===== src/rtl/nand_opr_pkg.sv =====
package nand_opr_pkg;
    localparam int unsigned DW      = 16;
    localparam int unsigned N_TRIG  = 6;
    localparam int unsigned FLAG_B  = 15;
    localparam int unsigned BUSY_B  = 14;
    localparam int unsigned MASK_B  = 4;
    localparam int unsigned ENDN_B  = 5;
    localparam int unsigned SRST_B  = 6;
    localparam int unsigned CE_B    = 7;
    localparam int unsigned PPB_LO  = 9;
    localparam int unsigned FPI_B   = 11;
    localparam int unsigned IDX_W   = 3;
    localparam int unsigned CS_LO   = 5;
    localparam int unsigned CS_W    = 2;
    localparam int unsigned SPARE_W = 8;

    typedef enum logic [1:0] {
        RA_OP    = 2'd0,
        RA_CFG   = 2'd1,
        RA_BUF   = 2'd2,
        RA_SPARE = 2'd3
    } reg_addr_e;

    typedef enum logic [2:0] {
        OP_CMD   = 3'd0,
        OP_ADDR  = 3'd1,
        OP_PGIN  = 3'd2,
        OP_PGOUT = 3'd3,
        OP_ID    = 3'd4,
        OP_STAT  = 3'd5
    } op_code_e;

    function automatic logic [2:0] count_set(input logic [N_TRIG-1:0] v);
        logic [2:0] n;
        n = '0;
        for (int i = 0; i < N_TRIG; i++) n = n + {2'b0, v[i]};
        return n;
    endfunction
endpackage


===== src/rtl/nand_opr_trigger.sv =====
module nand_opr_trigger
    import nand_opr_pkg::*;
(
    input  logic          clk,
    input  logic          rst_n,
    input  logic          op_wr,
    input  logic [DW-1:0] wdata,
    input  logic          rst_hold,
    input  logic          eng_done,
    output logic          busy,
    output logic          flag,
    output logic          start,
    output logic [2:0]    op,
    output logic          clr_idx
);
    typedef struct packed {
        logic       busy;
        logic       flag;
        logic       start;
        logic [2:0] op;
    } trig_s;

    trig_s      st_d, st_q;
    logic [2:0] hit_idx;
    logic [2:0] n_set;
    logic       accept;
    logic       launch;

    always_comb begin
        hit_idx = '0;
        for (int i = 0; i < N_TRIG; i++) begin
            if (wdata[i]) hit_idx = 3'(i);
        end
        n_set   = count_set(wdata[N_TRIG-1:0]);
        accept  = op_wr && !st_q.busy && !rst_hold;
        launch  = accept && (n_set == 3'd1);
        clr_idx = launch && (hit_idx >= OP_PGIN);

        st_d       = st_q;
        st_d.start = 1'b0;
        if (rst_hold) begin
            st_d.busy = 1'b0;
            st_d.flag = 1'b0;
        end else begin
            if (st_q.busy && eng_done) begin
                st_d.busy = 1'b0;
                st_d.flag = 1'b1;
            end
            if (accept && !wdata[FLAG_B]) st_d.flag = 1'b0;
            if (launch) begin
                st_d.busy  = 1'b1;
                st_d.start = 1'b1;
                st_d.op    = hit_idx;
            end
        end
    end

    always_ff @(posedge clk or negedge rst_n) begin
        if (!rst_n) st_q <= '0;
        else        st_q <= st_d;
    end

    assign busy  = st_q.busy;
    assign flag  = st_q.flag;
    assign start = st_q.start;
    assign op    = st_q.op;
endmodule


===== src/rtl/nand_opr_cfg.sv =====
module nand_opr_cfg
    import nand_opr_pkg::*;
#(
    parameter int unsigned RST_CYCLES = 1000
) (
    input  logic          clk,
    input  logic          rst_n,
    input  logic          cfg_wr,
    input  logic [DW-1:0] wdata,
    output logic          rst_hold,
    output logic          rst_busy,
    output logic          mask,
    output logic          big_endian,
    output logic          chip_en,
    output logic [1:0]    ppb_sel,
    output logic          full_page_irq,
    output logic [DW-1:0] cfg_rd
);
    localparam int unsigned CNT_W = (RST_CYCLES > 2) ? $clog2(RST_CYCLES) : 1;
    localparam logic [CNT_W-1:0] CNT_INIT = CNT_W'(RST_CYCLES - 1);

    typedef struct packed {
        logic             mask;
        logic             endn;
        logic             srst;
        logic             ce;
        logic [1:0]       ppb;
        logic             fpi;
        logic [CNT_W-1:0] cnt;
    } cfg_s;

    cfg_s st_d, st_q;
    logic kick;

    always_comb begin
        kick = cfg_wr && wdata[SRST_B] && !st_q.srst;
        st_d = st_q;
        if (st_q.srst) begin
            if (st_q.cnt == '0) st_d.srst = 1'b0;
            else                st_d.cnt  = st_q.cnt - 1'b1;
        end
        if (cfg_wr) begin
            st_d.mask = wdata[MASK_B];
            st_d.endn = wdata[ENDN_B];
            st_d.ce   = wdata[CE_B];
            st_d.ppb  = wdata[PPB_LO +: 2];
            st_d.fpi  = wdata[FPI_B];
        end
        if (kick) begin
            st_d.srst = 1'b1;
            st_d.cnt  = CNT_INIT;
        end
    end

    always_ff @(posedge clk or negedge rst_n) begin
        if (!rst_n) begin
            st_q      <= '0;
            st_q.mask <= 1'b1;
        end else begin
            st_q <= st_d;
        end
    end

    always_comb begin
        cfg_rd             = '0;
        cfg_rd[MASK_B]     = st_q.mask;
        cfg_rd[ENDN_B]     = st_q.endn;
        cfg_rd[SRST_B]     = st_q.srst;
        cfg_rd[CE_B]       = st_q.ce;
        cfg_rd[PPB_LO +: 2] = st_q.ppb;
        cfg_rd[FPI_B]      = st_q.fpi;
    end

    assign rst_hold      = kick || st_q.srst;
    assign rst_busy      = st_q.srst;
    assign mask          = st_q.mask;
    assign big_endian    = st_q.endn;
    assign chip_en       = st_q.ce;
    assign ppb_sel       = st_q.ppb;
    assign full_page_irq = st_q.fpi;
endmodule


===== src/rtl/nand_opr_bufsel.sv =====
module nand_opr_bufsel
    import nand_opr_pkg::*;
(
    input  logic               clk,
    input  logic               rst_n,
    input  logic               buf_wr,
    input  logic               spare_wr,
    input  logic [DW-1:0]      wdata,
    input  logic               clr_idx,
    input  logic               rst_hold,
    output logic [IDX_W-1:0]   buf_idx,
    output logic [CS_W-1:0]    chip_sel,
    output logic [SPARE_W-1:0] spare_half,
    output logic [DW-1:0]      buf_rd,
    output logic [DW-1:0]      spare_rd
);
    typedef struct packed {
        logic [IDX_W-1:0]   idx;
        logic [CS_W-1:0]    cs;
        logic [SPARE_W-1:0] spare;
    } buf_s;

    buf_s st_d, st_q;

    always_comb begin
        st_d = st_q;
        if (buf_wr) begin
            st_d.idx = wdata[IDX_W-1:0];
            st_d.cs  = wdata[CS_LO +: CS_W];
        end
        if (spare_wr) st_d.spare = wdata[SPARE_W-1:0];
        if (clr_idx || rst_hold) st_d.idx = '0;
    end

    always_ff @(posedge clk or negedge rst_n) begin
        if (!rst_n) st_q <= '0;
        else        st_q <= st_d;
    end

    always_comb begin
        buf_rd                  = '0;
        buf_rd[IDX_W-1:0]       = st_q.idx;
        buf_rd[CS_LO +: CS_W]   = st_q.cs;
        spare_rd                = '0;
        spare_rd[SPARE_W-1:0]   = st_q.spare;
    end

    assign buf_idx    = st_q.idx;
    assign chip_sel   = st_q.cs;
    assign spare_half = st_q.spare;
endmodule


===== src/rtl/nand_opr_unit.sv =====
module nand_opr_unit
    import nand_opr_pkg::*;
#(
    parameter int unsigned RST_CYCLES = 1000
) (
    input  logic        clk,
    input  logic        rst_n,
    input  logic        reg_we,
    input  logic [1:0]  reg_addr,
    input  logic [15:0] reg_wdata,
    output logic [15:0] reg_rdata,
    output logic        eng_start,
    output logic [2:0]  eng_op,
    input  logic        eng_done,
    output logic        irq,
    output logic        chip_en,
    output logic [1:0]  chip_sel,
    output logic [2:0]  buf_idx,
    output logic        big_endian,
    output logic        full_page_irq,
    output logic [1:0]  ppb_sel,
    output logic [7:0]  spare_half
);
    logic          op_wr, cfg_wr, buf_wr, spare_wr;
    logic          busy, flag, mask, rst_hold, rst_busy, clr_idx;
    logic [DW-1:0] cfg_rd, buf_rd, spare_rd, op_rd;

    assign op_wr    = reg_we && (reg_addr == RA_OP);
    assign cfg_wr   = reg_we && (reg_addr == RA_CFG);
    assign buf_wr   = reg_we && (reg_addr == RA_BUF);
    assign spare_wr = reg_we && (reg_addr == RA_SPARE);

    nand_opr_trigger u_trig (
        .clk(clk), .rst_n(rst_n), .op_wr(op_wr), .wdata(reg_wdata),
        .rst_hold(rst_hold), .eng_done(eng_done), .busy(busy), .flag(flag),
        .start(eng_start), .op(eng_op), .clr_idx(clr_idx)
    );

    nand_opr_cfg #(.RST_CYCLES(RST_CYCLES)) u_cfg (
        .clk(clk), .rst_n(rst_n), .cfg_wr(cfg_wr), .wdata(reg_wdata),
        .rst_hold(rst_hold), .rst_busy(rst_busy), .mask(mask),
        .big_endian(big_endian), .chip_en(chip_en), .ppb_sel(ppb_sel),
        .full_page_irq(full_page_irq), .cfg_rd(cfg_rd)
    );

    nand_opr_bufsel u_buf (
        .clk(clk), .rst_n(rst_n), .buf_wr(buf_wr), .spare_wr(spare_wr),
        .wdata(reg_wdata), .clr_idx(clr_idx), .rst_hold(rst_hold),
        .buf_idx(buf_idx), .chip_sel(chip_sel), .spare_half(spare_half),
        .buf_rd(buf_rd), .spare_rd(spare_rd)
    );

    always_comb begin
        op_rd         = '0;
        op_rd[FLAG_B] = flag;
        op_rd[BUSY_B] = busy;
        case (reg_addr)
            RA_OP:   reg_rdata = op_rd;
            RA_CFG:  reg_rdata = cfg_rd;
            RA_BUF:  reg_rdata = buf_rd;
            default: reg_rdata = spare_rd;
        endcase
    end

    assign irq = flag && !mask;
endmodule


===== config.mk =====
export PLATFORM = sky130hd
export DESIGN_NAME = nand_opr_unit
export DESIGN_NICKNAME = d
export VERILOG_FILES = /design/src/rtl/nand_opr_pkg.sv /design/src/rtl/nand_opr_trigger.sv /design/src/rtl/nand_opr_cfg.sv /design/src/rtl/nand_opr_bufsel.sv /design/src/rtl/nand_opr_unit.sv
export SDC_FILE = /design/constraint.sdc
export NUM_CORES = 1
export LEC_CHECK = 0
export ABC_AREA = 1
export BUFFER_PORTS_ARGS = -buffer_cell sky130_fd_sc_hd__clkbuf_2
export CORE_UTILIZATION = 30
export CTS_CLUSTER_DIAMETER = 80
export DETAILED_ROUTE_END_ITERATION = 16
export GPL_TIMING_DRIVEN = 0
export PLACE_DENSITY_LB_ADDON = 0.3
export SYNTH_ARGS = -nofsm -noshare
export SYNTH_HDL_FRONTEND = slang
export SYNTH_SLANG_ARGS = --single-unit
export TNS_END_PERCENT = 5

===== constraint.sdc =====
create_clock -name clk -period 1.55 [get_ports clk]
set_clock_uncertainty 0.15 [all_clocks]
set_input_delay 0.155 -clock clk [delete_from_list [all_inputs] [get_ports clk]]
set_output_delay 0.155 -clock clk [all_outputs]
set_load 0.005 [all_outputs]

# Yosys cells after proc, flatten, opt, wreduce, memory -nomap -nowiden
# Cells that the tools add are included.
dict set report op_classes {
  eq_ne 5
  addsub 6
  mux 20
  magnitude_cmp 1
  n_reduce_logical 28
  n_bitwise 1
}
# operator count
set ops {}
lappend ops {{$pmux W16 S3} 1}
lappend ops {{$mux W10} 3}
lappend ops {{$mux W3} 5}
lappend ops {{$logic_and A1 B1 Y1} 13}
lappend ops {{$add A3 B1 Y3} 4}
lappend ops {{$logic_not A10 Y1} 1}
lappend ops {{$sub A10 B1 Y10 const B} 1}
lappend ops {{$mux W4} 2}
lappend ops {{$mux W1} 6}
lappend ops {{$reduce_bool A3 Y1} 2}
lappend ops {{$logic_not A1 Y1} 5}
lappend ops {{$mux W5} 1}
lappend ops {{$eq A2 B2 Y1 const B} 2}
lappend ops {{$mux W2} 2}
lappend ops {{$reduce_and A2 Y1} 2}
lappend ops {{$reduce_bool A2 Y1} 2}
lappend ops {{$eq A3 B1 Y1 const B} 1}
lappend ops {{$ge A3 B2 Y1 const B} 1}
lappend ops {{$add A1 B1 Y2} 1}
lappend ops {{$eq A2 B1 Y1 const B} 1}
lappend ops {{$logic_not A2 Y1} 1}
lappend ops {{$logic_or A1 B1 Y1} 2}
lappend ops {{$ne A2 B1 Y1 const B} 1}
lappend ops {{$not A1 Y1} 1}
dict set report word_totals {
  out_inout_bits 39
  reg_bits 36
}

# Longest topological paths before layout
# Gate-level depths: netlist (run 1).
dict set report depth {
  word_depth 11
  mapped_depth 13
}

# By module
# From an unflattened synthesis (run 1), not the netlist that was laid out.
dict set report unflattened {
  cells_unflattened 368
  hier_area_um2 2721.4
}
# mod area_each_um2 cells_each n_inst
set modules_own_cells {}
lappend modules_own_cells {nand_opr_cfg 1067.3 139 1}
lappend modules_own_cells {nand_opr_bufsel 767.0 94 1}
lappend modules_own_cells {nand_opr_unit 481.7 85 1}
lappend modules_own_cells {nand_opr_trigger 405.4 50 1}

# Least setup slack after synthesis (run 1)
# No wires, ideal clock.
dict set report synth_timing {
  path_type {input port to flip-flop}
  from {in reg_wdata[0]}
  to {reg u_trig.st_q (netlist bit u_trig.op[0])}
  slack_ns -0.948
  required_ns 1.273
  path_buffers 0
  cell_stages 12
  arrival_time_ns 2.221
  path_cell_list {ha_1 inv_1 fa_1 fa_1 inv_1 fa_1 nor2_1 nand2_1 nor2_1 nand2_2 nand2_1 o21ai_0}
}
dict set report synth_via {
  elab_chain_len 8
}
# element line
set synth_rtl {}
lappend synth_rtl {{start, declared} nand_opr_unit.sv:10} ;# input logic [15:0] reg_wdata,
lappend synth_rtl {{$add A1 B1 Y2} nand_opr_pkg.sv:36} ;# for (int i = 0; i < N_TRIG; i++) n = n + {2'b0, v[i]};
lappend synth_rtl {{$add A3 B1 Y3 (4 in a row)} nand_opr_pkg.sv:36}
lappend synth_rtl {{$eq A3 B1 Y1} nand_opr_trigger.sv:36} ;# launch = accept && (n_set == 3'd1);
lappend synth_rtl {{$logic_and A1 B1 Y1} nand_opr_trigger.sv:36}
lappend synth_rtl {{$reduce_and A2 Y1 (no line)} -}
lappend synth_rtl {{end signal, assigned} nand_opr_trigger.sv:60} ;# else st_q <= st_d;
lappend synth_rtl {{end, declared} nand_opr_trigger.sv:23} ;# trig_s st_d, st_q;
# Every way passes these cells.
# A chain may end at the register's enable or synchronous reset.

# Worst setup path in the final report (run 1)
dict set report layout_timing {
  from {in reg_wdata[1]}
  to {reg u_buf.st_q (netlist bit u_buf.buf_idx[1])}
}
dict set report layout_via {
  elab_chain_len 10
  word_cells_on_any_way 18
  cone_classes {5 x add/sub; 1 x order compare; 1 x eq/ne; 7 x mux; 4 x reduce/logical}
}
# element line
set layout_rtl {}
lappend layout_rtl {{$add A1 B1 Y2} nand_opr_pkg.sv:36}
lappend layout_rtl {{$add A3 B1 Y3 (4 in a row)} nand_opr_pkg.sv:36}
lappend layout_rtl {{$eq A3 B1 Y1} nand_opr_trigger.sv:36}
lappend layout_rtl {{$logic_and A1 B1 Y1} nand_opr_trigger.sv:36}
lappend layout_rtl {{$logic_and A1 B1 Y1} nand_opr_trigger.sv:37} ;# clr_idx = launch && (hit_idx >= OP_PGIN);
lappend layout_rtl {{$logic_or A1 B1 Y1} nand_opr_bufsel.sv:32} ;# if (clr_idx || rst_hold) st_d.idx = '0;
lappend layout_rtl {{$mux W3 / $reduce_bool A2 Y1 (equally long branches)} -}
lappend layout_rtl {{end signal, assigned} nand_opr_bufsel.sv:37} ;# else st_q <= st_d;
lappend layout_rtl {{end, declared} nand_opr_bufsel.sv:23} ;# buf_s st_d, st_q;
# Several ways; a longest one is shown, not always the timed one. The select of a mux whose other input is x is not followed.

==> metrics.csv, run 1 <==
stage,metric,value,unit
die,die width,82.2,um
sta,Sum Neg Setup Slack,-5.85,ns
sta,final-report hold violation count,0,
synthesis,Yosys reg bits,36,
detailed_routing,drc violations,0,
synthesis,Area contributors post-synth,"dfrtp_1, nand2_1, o21ai_0",
sta,RSZ-0062 raised after global routing,yes,
critical_path,CP Class,primary input to register,
clocking,CTS max path bufs,2,
status,failing checks,negative setup slack,
worst_hold_path,Hold Crit Depth,3,
pwr,sequential power share,0.452,
synthesis,Post-synth EDFFs,0,
global_routing,vias in the first global route,1691,
critical_path,Critical Path Start Type,primary input,
synthesis,Cells after Synth,240,
sta,setup slack after layout,-0.744,ns
pwr,switching pwr,599,uW
synthesis,most common cell in the synthesized netlist,nand2_1,
worst_hold_path,worst hold path class,primary input to register,
sta,final critical-path required period,2.29,ns
placed_design,gpl congestion,0.794,
global_routing,grt ovf,0,
finish,proportion of layout cells with a drive suffix above 1,0.303,
synthesis,Post-synth ARST share,1.00,
pwr,maximum vdd drop,0.000491,V
pwr,Total Power,2.36,mW
critical_path,FF-to-FF End,u_cfg.st_q[7],
clocking,CTS buffer count,5,
clocking,CTS clock-pin slew for the worst setup and hold paths,0.07,ns
critical_path,arrival time worst endpoint,2.33,ns
finish,# nets final,340,
detailed_routing,Post-DRT Antenna Nets,0,
clocking,CTS H-tree lvls,2,
global_routing,largest net degree at the start of global routing,37,
worst_hold_path,Hold Path Sink,u_trig.op[0],
clocking,clock sinks,36,
finish,ant diodes,0,
clocking,CTS tree,done,
detailed_routing,Routed WL,4780,um
detailed_routing,via count,1796,
detailed_routing,Iteration-0 DRC Markers,71,
critical_path,CP Cell Sequence,"buf_8, ha_4, inv_2, fa_1, fa_2, inv_2, fa_1, nor2_1, nand2_1, nor2_2, o21ai_1, nand2_1, a21oi_1",
synthesis,synth warn,0,
synthesis,sequential element share of the synthesized area,0.467,
pwr,P_leak,1.35,nW
critical_path,Critical Path RT,1.58,ns
synthesis,Avg Inst Size Synth,8.04,sq um
placed_design,HPWL after detailed placement,3570,um
synthesis,Synth top area share,0.454,
worst_hold_path,hold_sp,reg_wdata[5],
synthesis,Mapped Area,1930,sq um
sta,fmax,436,MHz
critical_path,reg2reg start,u_cfg.st_q[0],
sta,Slew @ Worst Pin,0.925,ns
status,status,"complete, but fails checks",
critical_path,CP peak stage delay,0.45,ns
pwr,PD cells,905,nW/um^2
clocking,Worst-Skew Late Latency,0.29,ns
die,Rows,28,
synthesis,Post-synth top flop,dfrtp_1,
pwr,Sw Share,0.254,
sta,Pins Over Slew Limit,0,
sta,"Setup violations, final",14,
global_routing,GR Util All Layers,0.157,
synthesis,Commonest cells post-synth,"nand2_1, dfrtp_1, inv_1",
die,I/O pin cnt,61,
critical_path,Worst Path Buf+Inv,3,
global_routing,first-pass GRT wire length,7940,um
clocking,clock root buffer,clkbuf_8,
critical_path,Crit Path Max Fanout,3,
die,Placeable Area,6060,sq um
sta,final clock period utilization by the worst path,1.48,
finish,Syn-to-layout area delta,35.0,%
die,Die Ht,82.2,um
sta,Slew HR,0.383,
critical_path,Critical-path top delay cell,fa_1,
finish,Fillers,625,
detailed_routing,drt wl/cell,12.3,um
pwr,internal power,1.76,mW
die,Starting Density,0.319,
critical_path,Crit path max-delay family,adder cells,
critical_path,Crit. End Element,register,
synthesis,Synth cell types,28,
pwr,Clk network pwr share,0.389,
detailed_routing,drt pass-1 iters,4,
critical_path,Reg2Reg Depth,9,
pwr,combinational share of power,0.159,
global_routing,number of antenna violations at the first check in global routing,0,
die,die area,6760,sq um
synthesis,Yosys top cell by area,dfrtp_1,
flow_run,max-cap violations,0,
detailed_routing,vias per std cell,4.62,
critical_path,FF-to-FF setup slack,-0.05,ns
placed_design,PortBufs,53,
[cell type report]
| class | count | area (sq um) | area share |
|---|---|---|---|
| repair buffers | 64 | 395 | 0.152 |
| flip-flops and latches | 36 | 903 | 0.347 |
| multi-input cells | 163 | 906 | 0.348 |
| well taps | 75 | 93.8 | 0.0360 |
| inverters | 36 | 135 | 0.0518 |
| clock buffers | 7 | 96.3 | 0.0370 |
| clock inverters | 1 | 30.0 | 0.0115 |
| plain buffers | 7 | 46.3 | 0.0178 |
[power by group through the flow]
stage	Clock (mW)	Combinational, mW	Sequential, mW
after floorplan	0	0.171	1.08
after global placement	0	0.342	1.08
after detailed placement	0	0.352	1.08
after CTS	0.932	0.381	1.07
after global routing	0.968	0.429	1.08
final	0.918	0.375	1.07
[state kept, by name, summed over array words and instances (netlist names), 2 cells and up]
| register | count |
|---|---|
| u_buf.buf_idx | 3 |
| u_buf.chip_sel | 2 |
| u_buf.spare_half | 8 |
| u_cfg.ppb_sel | 2 |
| u_cfg.st_q | 10 |
| u_trig.op | 3 |
[stage by stage]
| step | instances | util | cell area (sq um) | hold slack (ns) | worst slack (ns) |
|---|---|---|---|---|---|
| after floorplan | 242 | - | 1940 | -0.291 | -0.897 |
| after CTS | 388 | 0.427 | 2590 | 0.0171 | -0.819 |
| after global placement | 370 | 0.380 | 2300 | 0.186 | -1.15 |
| final | 389 | 0.430 | 2610 | 0.0210 | -0.744 |
| after global routing | 389 | 0.430 | 2610 | 0.0384 | -0.885 |
| after detailed placement | 370 | 0.380 | 2300 | 0.192 | -1.17 |
[cells by family after synthesis]
family                     synth area share
AOI/OAI and AO/OA                     0.123
xor gates and xnor gates            0.00907
adders and majority gates            0.0441
buffers and inverters                0.0940
DFF                                   0.467
muxes                               0.00583
other                               0.00194
and+or+nand+nor                       0.255
[placed cells by master (no fill, tap or decap), types with 9 or more instances in the layout]
master	instances
nand2_1	53
clkbuf_2	51
dfrtp_1	34
inv_1	29
nor2_1	24
o21ai_0	21
nand3_1	14
dlygate4sd3_1	11
a21oi_1	9
[worst max path at each step]
stage | slack [ns] | end | cells past startpoint | start
final | -0.74 | u_buf.buf_idx[1] | 13 | reg_wdata[1]
after detailed placement | -1.17 | u_buf.buf_idx[2] | 13 | reg_wdata[0]
after global placement | -1.15 | u_buf.buf_idx[1] | 13 | reg_wdata[0]
after floorplan | -0.90 | u_trig.op[0] | 12 | reg_wdata[0]
after CTS | -0.82 | u_buf.buf_idx[1] | 13 | reg_wdata[1]
after global routing | -0.89 | u_buf.buf_idx[1] | 13 | reg_wdata[1]
[tightest hold or removal path, stage by stage]
cell and delay [ns]:
clkbuf_2 0.09, a21oi_1 0.04, o21ai_1 0.13
[layer usage]
layer	wire, um	track usage	vias up
li1	-	-	906
met1	2130	0.199	841
met2	2410	0.271	43
met3	195	0.0363	6
met4	41	0.0316	0
met5	0	0	-
[timing repair]
item	4_1_cts	5_1_grt
pin swaps	7	4
hold buffers	10	1
hold endpoints to repair	46	1
resized for setup	12	8
buffers inserted	0	0
endpoints found under the setup margin	19	20
cloned	0	0
(Power assumes the default switching activity.)
==> run 2: changes to the inputs <==
Settings changed: CORE_ASPECT_RATIO from default to 0.75.
==> run 2 against run 1 <==
Effect of this change: the flow still finishes with violations (negative setup slack); setup slack worse by 0.0098 ns; register-to-register slack improved by 0.03 ns; sequential power barely moved; non-clock buffer count shrank 1; worst hold slack got worse by 0.011 ns; fmax down 0.43%; die area barely moved; sequential cell count is the same; final cell count rose by 0.51%; critical path type unchanged; highest routed layer unchanged.
==> metrics.csv, run 2 (synthesis results as in run 1) <==
stage,metric,value,unit,change
finish,Syn-to-layout area delta,35.4,%,was 35.0%
critical_path,FF-to-FF End,u_cfg.st_q[1],,was u_cfg.st_q[7]
clocking,clock root buffer,clkbuf_8,,unchanged
finish,fin util,0.435,,was 0.430
sta,"Setup violations, final",12,,was 14
placed_design,pre-CTS WS,-1.18,ns,was -1.17 ns
die,Starting Density,0.321,,was 0.319
clocking,Post-CTS Setup Inserts,0,,unchanged
sta,final-report hold violation count,0,,unchanged
die,Placeable Area,6010,sq um,was 6060 sq um
clocking,CTS buffer count,5,,unchanged
critical_path,Reg2Reg Depth,9,,unchanged
critical_path,Critical Path Start Type,primary input,,unchanged
pwr,PD cells,868,nW/um^2,was 905 nW/um^2
sta,final critical-path required period,2.30,ns,was 2.29 ns
clocking,CTS max path bufs,2,,unchanged
finish,area of the multi-input gates,926,sq um,was 906 sq um
clocking,clock sinks,36,,unchanged
critical_path,Critical-path top delay cell,fa_1,,unchanged
clocking,CTS H-tree lvls,2,,unchanged
global_routing,grt ovf,0,,unchanged
sta,setup slack after layout,-0.754,ns,was -0.744 ns
pwr,Clk network pwr share,0.365,,was 0.389
detailed_routing,Iteration-0 DRC Markers,107,,was 71
detailed_routing,drt wl/cell,12.9,um,was 12.3 um
global_routing,number of antenna violations at the first check in global routing,0,,unchanged
critical_path,reg2reg start,u_cfg.st_q[0],,unchanged
die,Die Ht,71.5,um,was 82.2 um
critical_path,WP depth,13,,unchanged
pwr,switching pwr,598,uW,was 599 uW
global_routing,vias in the first global route,1665,,was 1691
critical_path,crit path capture,u_buf.buf_idx[2],,was u_buf.buf_idx[1]
die,Rows,24,,was 28
clocking,CTS clock-pin slew for the worst setup and hold paths,0.07,ns,about the same
critical_path,FF-to-FF setup slack,-0.02,ns,was -0.05 ns
finish,design area,2610,sq um,about the same
critical_path,CP peak stage delay,0.45,ns,about the same
die,I/O pin cnt,61,,unchanged
critical_path,CP Class,primary input to register,,unchanged
finish,# nets final,339,,was 340
placed_design,DP Area,2310,sq um,was 2300 sq um
detailed_routing,drt pass-1 iters,5,,was 4
global_routing,GR peak layer,met1,,was met2
sta,Hold Slack,0.0103,ns,was 0.0210 ns
finish,ant diodes,0,,unchanged
sta,Slew HR,0.398,,was 0.383
worst_hold_path,worst hold path class,primary input to register,,unchanged
critical_path,Worst Setup SP,reg_wdata[0],,was reg_wdata[1]
detailed_routing,drc violations,0,,unchanged
pwr,Sw Share,0.264,,was 0.254
pwr,combinational share of power,0.166,,was 0.159
critical_path,Crit. End Element,register,,unchanged
finish,FF/Latch Area,903,sq um,unchanged
sta,Pins Over Slew Limit,0,,unchanged
pwr,P_leak,1.37,nW,was 1.35 nW
finish,Fillers,599,,was 625
global_routing,GR Util All Layers,0.160,,was 0.157
die,die area,6760,sq um,about the same
sta,RSZ-0062 raised after global routing,yes,,unchanged
critical_path,Crit path max-delay family,adder cells,,unchanged
clocking,Worst-Skew Late Latency,0.29,ns,about the same
finish,most frequent cells in the layout,"nand2_1, clkbuf_2, dfrtp_1",,unchanged
finish,max reg flops,10,,unchanged
critical_path,Worst Path Buf+Inv,3,,unchanged
finish,Largest Register,u_cfg.st_q,,unchanged
critical_path,arrival time worst endpoint,2.34,ns,was 2.33 ns
die,die width,94.6,um,was 82.2 um
clocking,CTS tree,done,,unchanged
global_routing,M1 GR Usage,0.237,,was 0.199
detailed_routing,via count,1799,,was 1796
global_routing,GR Util met2,0.225,,was 0.271
finish,proportion of layout cells with a drive suffix above 1,0.307,,was 0.303
flow_run,max-cap violations,0,,unchanged
finish,"most common cell after layout, fill and taps aside",nand2_1,,unchanged
critical_path,Crit Path Max Fanout,3,,unchanged
detailed_routing,Routed WL,5030,um,was 4780 um
critical_path,Critical Path RT,1.58,ns,about the same
pwr,internal power,1.67,mW,was 1.76 mW
status,status,"complete, but fails checks",,unchanged
detailed_routing,vias per std cell,4.60,,was 4.62
sta,Slew @ Worst Pin,0.902,ns,was 0.925 ns
placed_design,PortBufs,53,,unchanged
pwr,sequential power share,0.469,,was 0.452
placed_design,HPWL after detailed placement,3660,um,was 3570 um
global_routing,largest net degree at the start of global routing,37,,unchanged
placed_design,gpl congestion,0.809,,was 0.794
global_routing,first-pass GRT wire length,8100,um,was 7940 um
global_routing,GR Layer Usage met3,0.0329,,was 0.0363
sta,fmax,434,MHz,was 436 MHz
status,failing checks,negative setup slack,,unchanged
sta,final clock period utilization by the worst path,1.49,,was 1.48
pwr,maximum vdd drop,0.000355,V,was 0.000491 V
detailed_routing,Post-DRT Antenna Nets,0,,unchanged
critical_path,CP Cell Sequence,"clkbuf_16, ha_4, inv_2, fa_1, fa_2, inv_2, fa_1, nor2_1, nand2_1, nor2_2, o21ai_1, nand2_2, a21oi_1",,"was buf_8, ha_4, inv_2, fa_1, fa_2, inv_2, fa_1, nor2_1, nand2_1, nor2_2, o21ai_1, nand2_1, a21oi_1"
## run 2: changes by cell type in the layout (fill, tap and decap cells not counted), sizes merged
cell / delta
dlygate4sd3: -1
clkbuf: -1
clkinv: +1
## run 2: stage by stage
stage | power [mW] | setup TNS [ns] | instances
finish | 2.27 | -5.83 | 391
global route | 2.39 | -7.46 | 391
CTS | 2.30 | -6.04 | 391
detailed placement | 1.43 | -10.91 | 373
global placement | 1.42 | -10.48 | 373
floorplan | 1.25 | -6.97 | 242
## run 2: tightest hold or removal path, stage by stage
cell     delay (ns)
buf_8          0.10
inv_1          0.07
o21ai_0        0.08
## run 2: final cells by class
class                           instances  area share
Inverter                               36      0.0527
Sequential cell                        36       0.346
Clock inverter                          2      0.0134
Buffer                                  7      0.0177
Timing Repair Buffer                   63       0.151
Multi-Input combinational cell        163       0.354
Tap cell                               78      0.0373
Clock buffer                            6      0.0278
## run 2: how the worst min path moves through the flow
stage,to,slack (ns),depth (start not counted),startpoint
final,u_buf.spare_half[1],0.01,3,reg_wdata[1]
after floorplan,u_buf.buf_idx[0],-0.29,0,rst_n
after global routing,u_buf.spare_half[1],0.02,3,reg_wdata[1]
after global placement,u_trig.op[0],0.19,1,rst_n
after CTS,u_trig.op[0],0.01,3,reg_wdata[5]
after detailed placement,u_trig.op[1],0.19,1,rst_n
## run 2: power groups by stage
stage | combinational, mW | clock (mW) | sequential (mW)
after global placement | 0.343 | 0 | 1.08
final | 0.376 | 0.828 | 1.06
after floorplan | 0.171 | 0 | 1.08
after detailed placement | 0.349 | 0 | 1.08
after CTS | 0.381 | 0.854 | 1.06
after global routing | 0.432 | 0.886 | 1.07
## run 2: layer usage
metal	wire length [um]	vias up
met3	244	7
met4	88	0
met5	0	-
met2	2070	52
met1	2620	838
li1	-	902
## run 2: timing repair
action,4_1_cts,5_1_grt
gates resized for setup,23,7
hold buffers,10,0
pin swaps,7,4
setup endpoints to repair,20,18
endpoints found under the hold margin,46,0
==> run 3: changes to the inputs <==
Settings changed: ABC_AREA 1 to default.
==> run 3 against run 2 <==
Effect of this change: the flow still finishes with violations (negative setup slack); final area up 3.9%; synthesized area up 3.2%; synthesized cell count down 22%; die area up 3.2%; via count down 8.7%; largest cell class unchanged; first-iteration DRC count down 64%; critical path depth down 3; clock-buffer cell count down 1; critical path type unchanged; wire length down 6.3%.
==> metrics.csv, run 3 <==
stage,metric,value,unit,change
status,status,"complete, but fails checks",,unchanged
status,failing checks,negative setup slack,,unchanged
sta,final critical-path required period,2.76,ns,was 2.30 ns
die,Placeable Area,6350,sq um,was 6010 sq um
sta,"Setup violations, final",19,,was 12
synthesis,Area contributors post-synth,"dfrtp_1, mux2_2, mux2i_1",,"was dfrtp_1, nand2_1, o21ai_0"
clocking,CTS clock-pin slew for the worst setup and hold paths,0.08,ns,was 0.07 ns
sta,final clock period utilization by the worst path,1.78,,was 1.49
sta,Slew @ Worst Pin,0.903,ns,was 0.902 ns
placed_design,gpl congestion,0.795,,was 0.809
finish,ant diodes,0,,unchanged
sta,RSZ-0062 raised after global routing,yes,,unchanged
sta,Sum Neg Setup Slack,-10.25,ns,was -5.83 ns
synthesis,Yosys reg bits,36,,unchanged
synthesis,Synth top area share,0.439,,was 0.454
die,die width,96.1,um,was 94.6 um
detailed_routing,drc violations,0,,unchanged
placed_design,HPWL after detailed placement,3440,um,was 3660 um
pwr,internal power,1.73,mW,was 1.67 mW
critical_path,Crit Path Max Fanout,4,,was 3
critical_path,reg2reg start,u_trig.busy,,was u_cfg.st_q[0]
synthesis,Synth cell types,48,,was 28
finish,most frequent cells in the layout,"clkbuf_2, dfrtp_1, mux2i_1",,"was nand2_1, clkbuf_2, dfrtp_1"
critical_path,Crit path max-delay family,adder cells,,unchanged
sta,Slew HR,0.398,,about the same
pwr,PD cells,859,nW/um^2,was 868 nW/um^2
die,I/O pin cnt,61,,unchanged
finish,fin cells,340,,was 391
global_routing,GR Util All Layers,0.146,,was 0.160
synthesis,Post-synth ARST share,1.00,,unchanged
detailed_routing,Iteration-0 DRC Markers,38,,was 107
critical_path,Critical Path Start Type,primary input,,unchanged
die,Die Ht,72.6,um,was 71.5 um
pwr,Sw Share,0.260,,was 0.264
pwr,P_leak,1.26,nW,was 1.37 nW
pwr,maximum vdd drop,0.000321,V,was 0.000355 V
detailed_routing,drt wl/cell,13.9,um,was 12.9 um
placed_design,PortBufs,51,,was 53
critical_path,Critical Path RT,1.58,ns,about the same
sta,final-report hold violation count,0,,unchanged
pwr,switching pwr,605,uW,was 598 uW
sta,fmax,363,MHz,was 434 MHz
synthesis,synth warn,0,,unchanged
finish,max reg flops,10,,unchanged
finish,Fillers,620,,was 599
sta,Hold Slack,0.00723,ns,was 0.0103 ns
finish,Largest Register,u_cfg.st_q,,unchanged
global_routing,grt ovf,0,,unchanged
synthesis,Yosys top cell by area,dfrtp_1,,unchanged
global_routing,largest net degree at the start of global routing,37,,unchanged
critical_path,Crit. End Element,register,,unchanged
clocking,clock sinks,36,,unchanged
flow_run,max-cap violations,0,,unchanged
clocking,Worst-Skew Late Latency,0.29,ns,about the same
clocking,CTS max path bufs,2,,unchanged
die,die area,6980,sq um,was 6760 sq um
critical_path,WP depth,10,,was 13
synthesis,sequential element share of the synthesized area,0.453,,was 0.467
synthesis,most common cell in the synthesized netlist,dfrtp_1,,was nand2_1
synthesis,Post-synth EDFFs,0,,unchanged
clocking,clock root buffer,clkbuf_8,,unchanged
placed_design,Cells after DPL,322,,was 373
synthesis,Post-synth top flop,dfrtp_1,,unchanged
critical_path,arrival time worst endpoint,2.78,ns,was 2.34 ns
placed_design,pre-CTS WS,-1.74,ns,was -1.18 ns
finish,Syn-to-layout area delta,36.2,%,was 35.4%
detailed_routing,drt pass-1 iters,4,,was 5
synthesis,Commonest cells post-synth,"dfrtp_1, inv_1, mux2i_1",,"was nand2_1, dfrtp_1, inv_1"
global_routing,first-pass GRT wire length,7530,um,was 8100 um
critical_path,Critical-path top delay cell,fa_1,,unchanged
sta,setup slack after layout,-1.21,ns,was -0.754 ns
critical_path,FF-to-FF End,u_trig.op[1],,was u_cfg.st_q[1]
finish,FF/Latch Area,903,sq um,unchanged
finish,# nets final,285,,was 339
die,Rows,25,,was 24
global_routing,number of antenna violations at the first check in global routing,0,,unchanged
synthesis,Avg Inst Size Synth,10.6,sq um,was 8.04 sq um
sta,Pins Over Slew Limit,0,,unchanged
synthesis,Mapped Area,1990,sq um,was 1930 sq um
critical_path,FF-to-FF setup slack,-0.35,ns,was -0.02 ns
synthesis,Cells after Synth,188,,was 240
clocking,CTS buffer count,5,,unchanged
clocking,CTS H-tree lvls,2,,unchanged
finish,"most common cell after layout, fill and taps aside",clkbuf_2,,was nand2_1
detailed_routing,Post-DRT Antenna Nets,0,,unchanged
die,Starting Density,0.314,,was 0.321
pwr,combinational share of power,0.183,,was 0.166
critical_path,CP peak stage delay,0.47,ns,was 0.45 ns
global_routing,vias in the first global route,1457,,was 1665
worst_hold_path,worst hold path class,primary input to register,,unchanged
critical_path,Reg2Reg Depth,3,,was 9
clocking,CTS tree,done,,unchanged
critical_path,crit path capture,u_trig.op[1],,was u_buf.buf_idx[2]
detailed_routing,Routed WL,4710,um,was 5030 um
finish,area of the multi-input gates,1080,sq um,was 926 sq um
critical_path,Worst Path Buf+Inv,3,,unchanged
pwr,Clk network pwr share,0.358,,was 0.365
detailed_routing,via count,1643,,was 1799
pwr,sequential power share,0.460,,was 0.469
critical_path,Worst Setup SP,reg_wdata[1],,was reg_wdata[0]
detailed_routing,vias per std cell,4.83,,was 4.60
finish,proportion of layout cells with a drive suffix above 1,0.413,,was 0.307
finish,fin util,0.428,,was 0.435
critical_path,CP Class,primary input to register,,unchanged
critical_path,CP Cell Sequence,"buf_8, ha_4, inv_2, fa_1, fa_2, inv_2, fa_1, or3_4, nor4_4, mux2_4",,"was clkbuf_16, ha_4, inv_2, fa_1, fa_2, inv_2, fa_1, nor2_1, nand2_1, nor2_2, o21ai_1, nand2_2, a21oi_1"
-- run 3: layout make-up --
cell class | count | share of cell area
Multi-Input combinational cell | 126 | 0.396
Sequential cell | 36 | 0.333
Timing Repair Buffer | 61 | 0.136
Tap cell | 81 | 0.0373
Buffer | 13 | 0.0355
Clock buffer | 5 | 0.0253
Inverter | 15 | 0.0212
Clock inverter | 3 | 0.0157
-- run 3: how the worst min path moves through the flow --
| stage | startpoint | to | slack, ns | cells past startpoint |
|---|---|---|---|---|
| 2_1_floorplan | rst_n | u_buf.buf_idx[0] | -0.29 | 0 |
| 3_3_place_gp | rst_n | u_cfg.st_q[9] | 0.19 | 1 |
| 3_5_place_dp | rst_n | u_cfg.full_page_irq | 0.20 | 1 |
| 4_1_cts | reg_wdata[0] | u_buf.buf_idx[0] | 0.0008 | 3 |
| 5_1_grt | reg_wdata[6] | u_buf.spare_half[6] | 0.02 | 2 |
| 6_report | reg_wdata[6] | u_buf.spare_half[6] | 0.007 | 2 |
-- run 3: stage by stage --
stage	total power [mW]	instance area [sq um]
final	2.33	2720
after global placement	1.48	2370
after CTS	2.35	2640
after global routing	2.46	2720
after floorplan	1.30	2020
after detailed placement	1.49	2370
-- run 3: worst register-to-register path: cells and delay by family (launching register included) --
family           cells  cell delay [ns]
flip-flops           1             0.41
multiplexers         1             0.33
AND/OR/NAND/NOR      2             0.90
-- run 3: power groups by stage --
| stage | Sequential [mW] | Combinational, mW | Clock (mW) |
|---|---|---|---|
| floorplan | 1.09 | 0.217 | 0 |
| global placement | 1.09 | 0.395 | 0 |
| detailed placement | 1.09 | 0.403 | 0 |
| CTS | 1.07 | 0.426 | 0.850 |
| global route | 1.08 | 0.480 | 0.891 |
| finish | 1.07 | 0.425 | 0.834 |
-- run 3: what timing repair did --
| item | CTS | global route |
|---|---|---|
| endpoints found under the hold margin | 44 | 1 |
| setup buffers | 1 | 0 |
| pin swaps | 3 | 1 |
| resized for setup | 18 | 17 |
| hold buffers | 8 | 1 |
| endpoints found under the setup margin | 24 | 24 |
-- run 3: cells by family after synthesis --
| family | after synthesis | synth area share |
|---|---|---|
| AOI/OAI and AO/OA | 34 | 0.116 |
| adders and majority gates | 5 | 0.0427 |
| buffers and inverters | 28 | 0.0684 |
| DFF | 36 | 0.453 |
| muxes | 27 | 0.144 |
| other | 1 | 0.00188 |
| and+or+nand+nor | 57 | 0.175 |
-- run 3: layer usage --
| metal | routed length [um] | vias to the layer above | track usage | part of all wire |
|---|---|---|---|---|
| met3 | 272 | 8 | 0.0417 | 0.058 |
| li1 | - | 804 | - | - |
| met1 | 2450 | 787 | 0.220 | 0.52 |
| met5 | 0 | - | 0 | 0 |
| met2 | 1930 | 44 | 0.200 | 0.41 |
| met4 | 57 | 0 | 0.0448 | 0.012 |
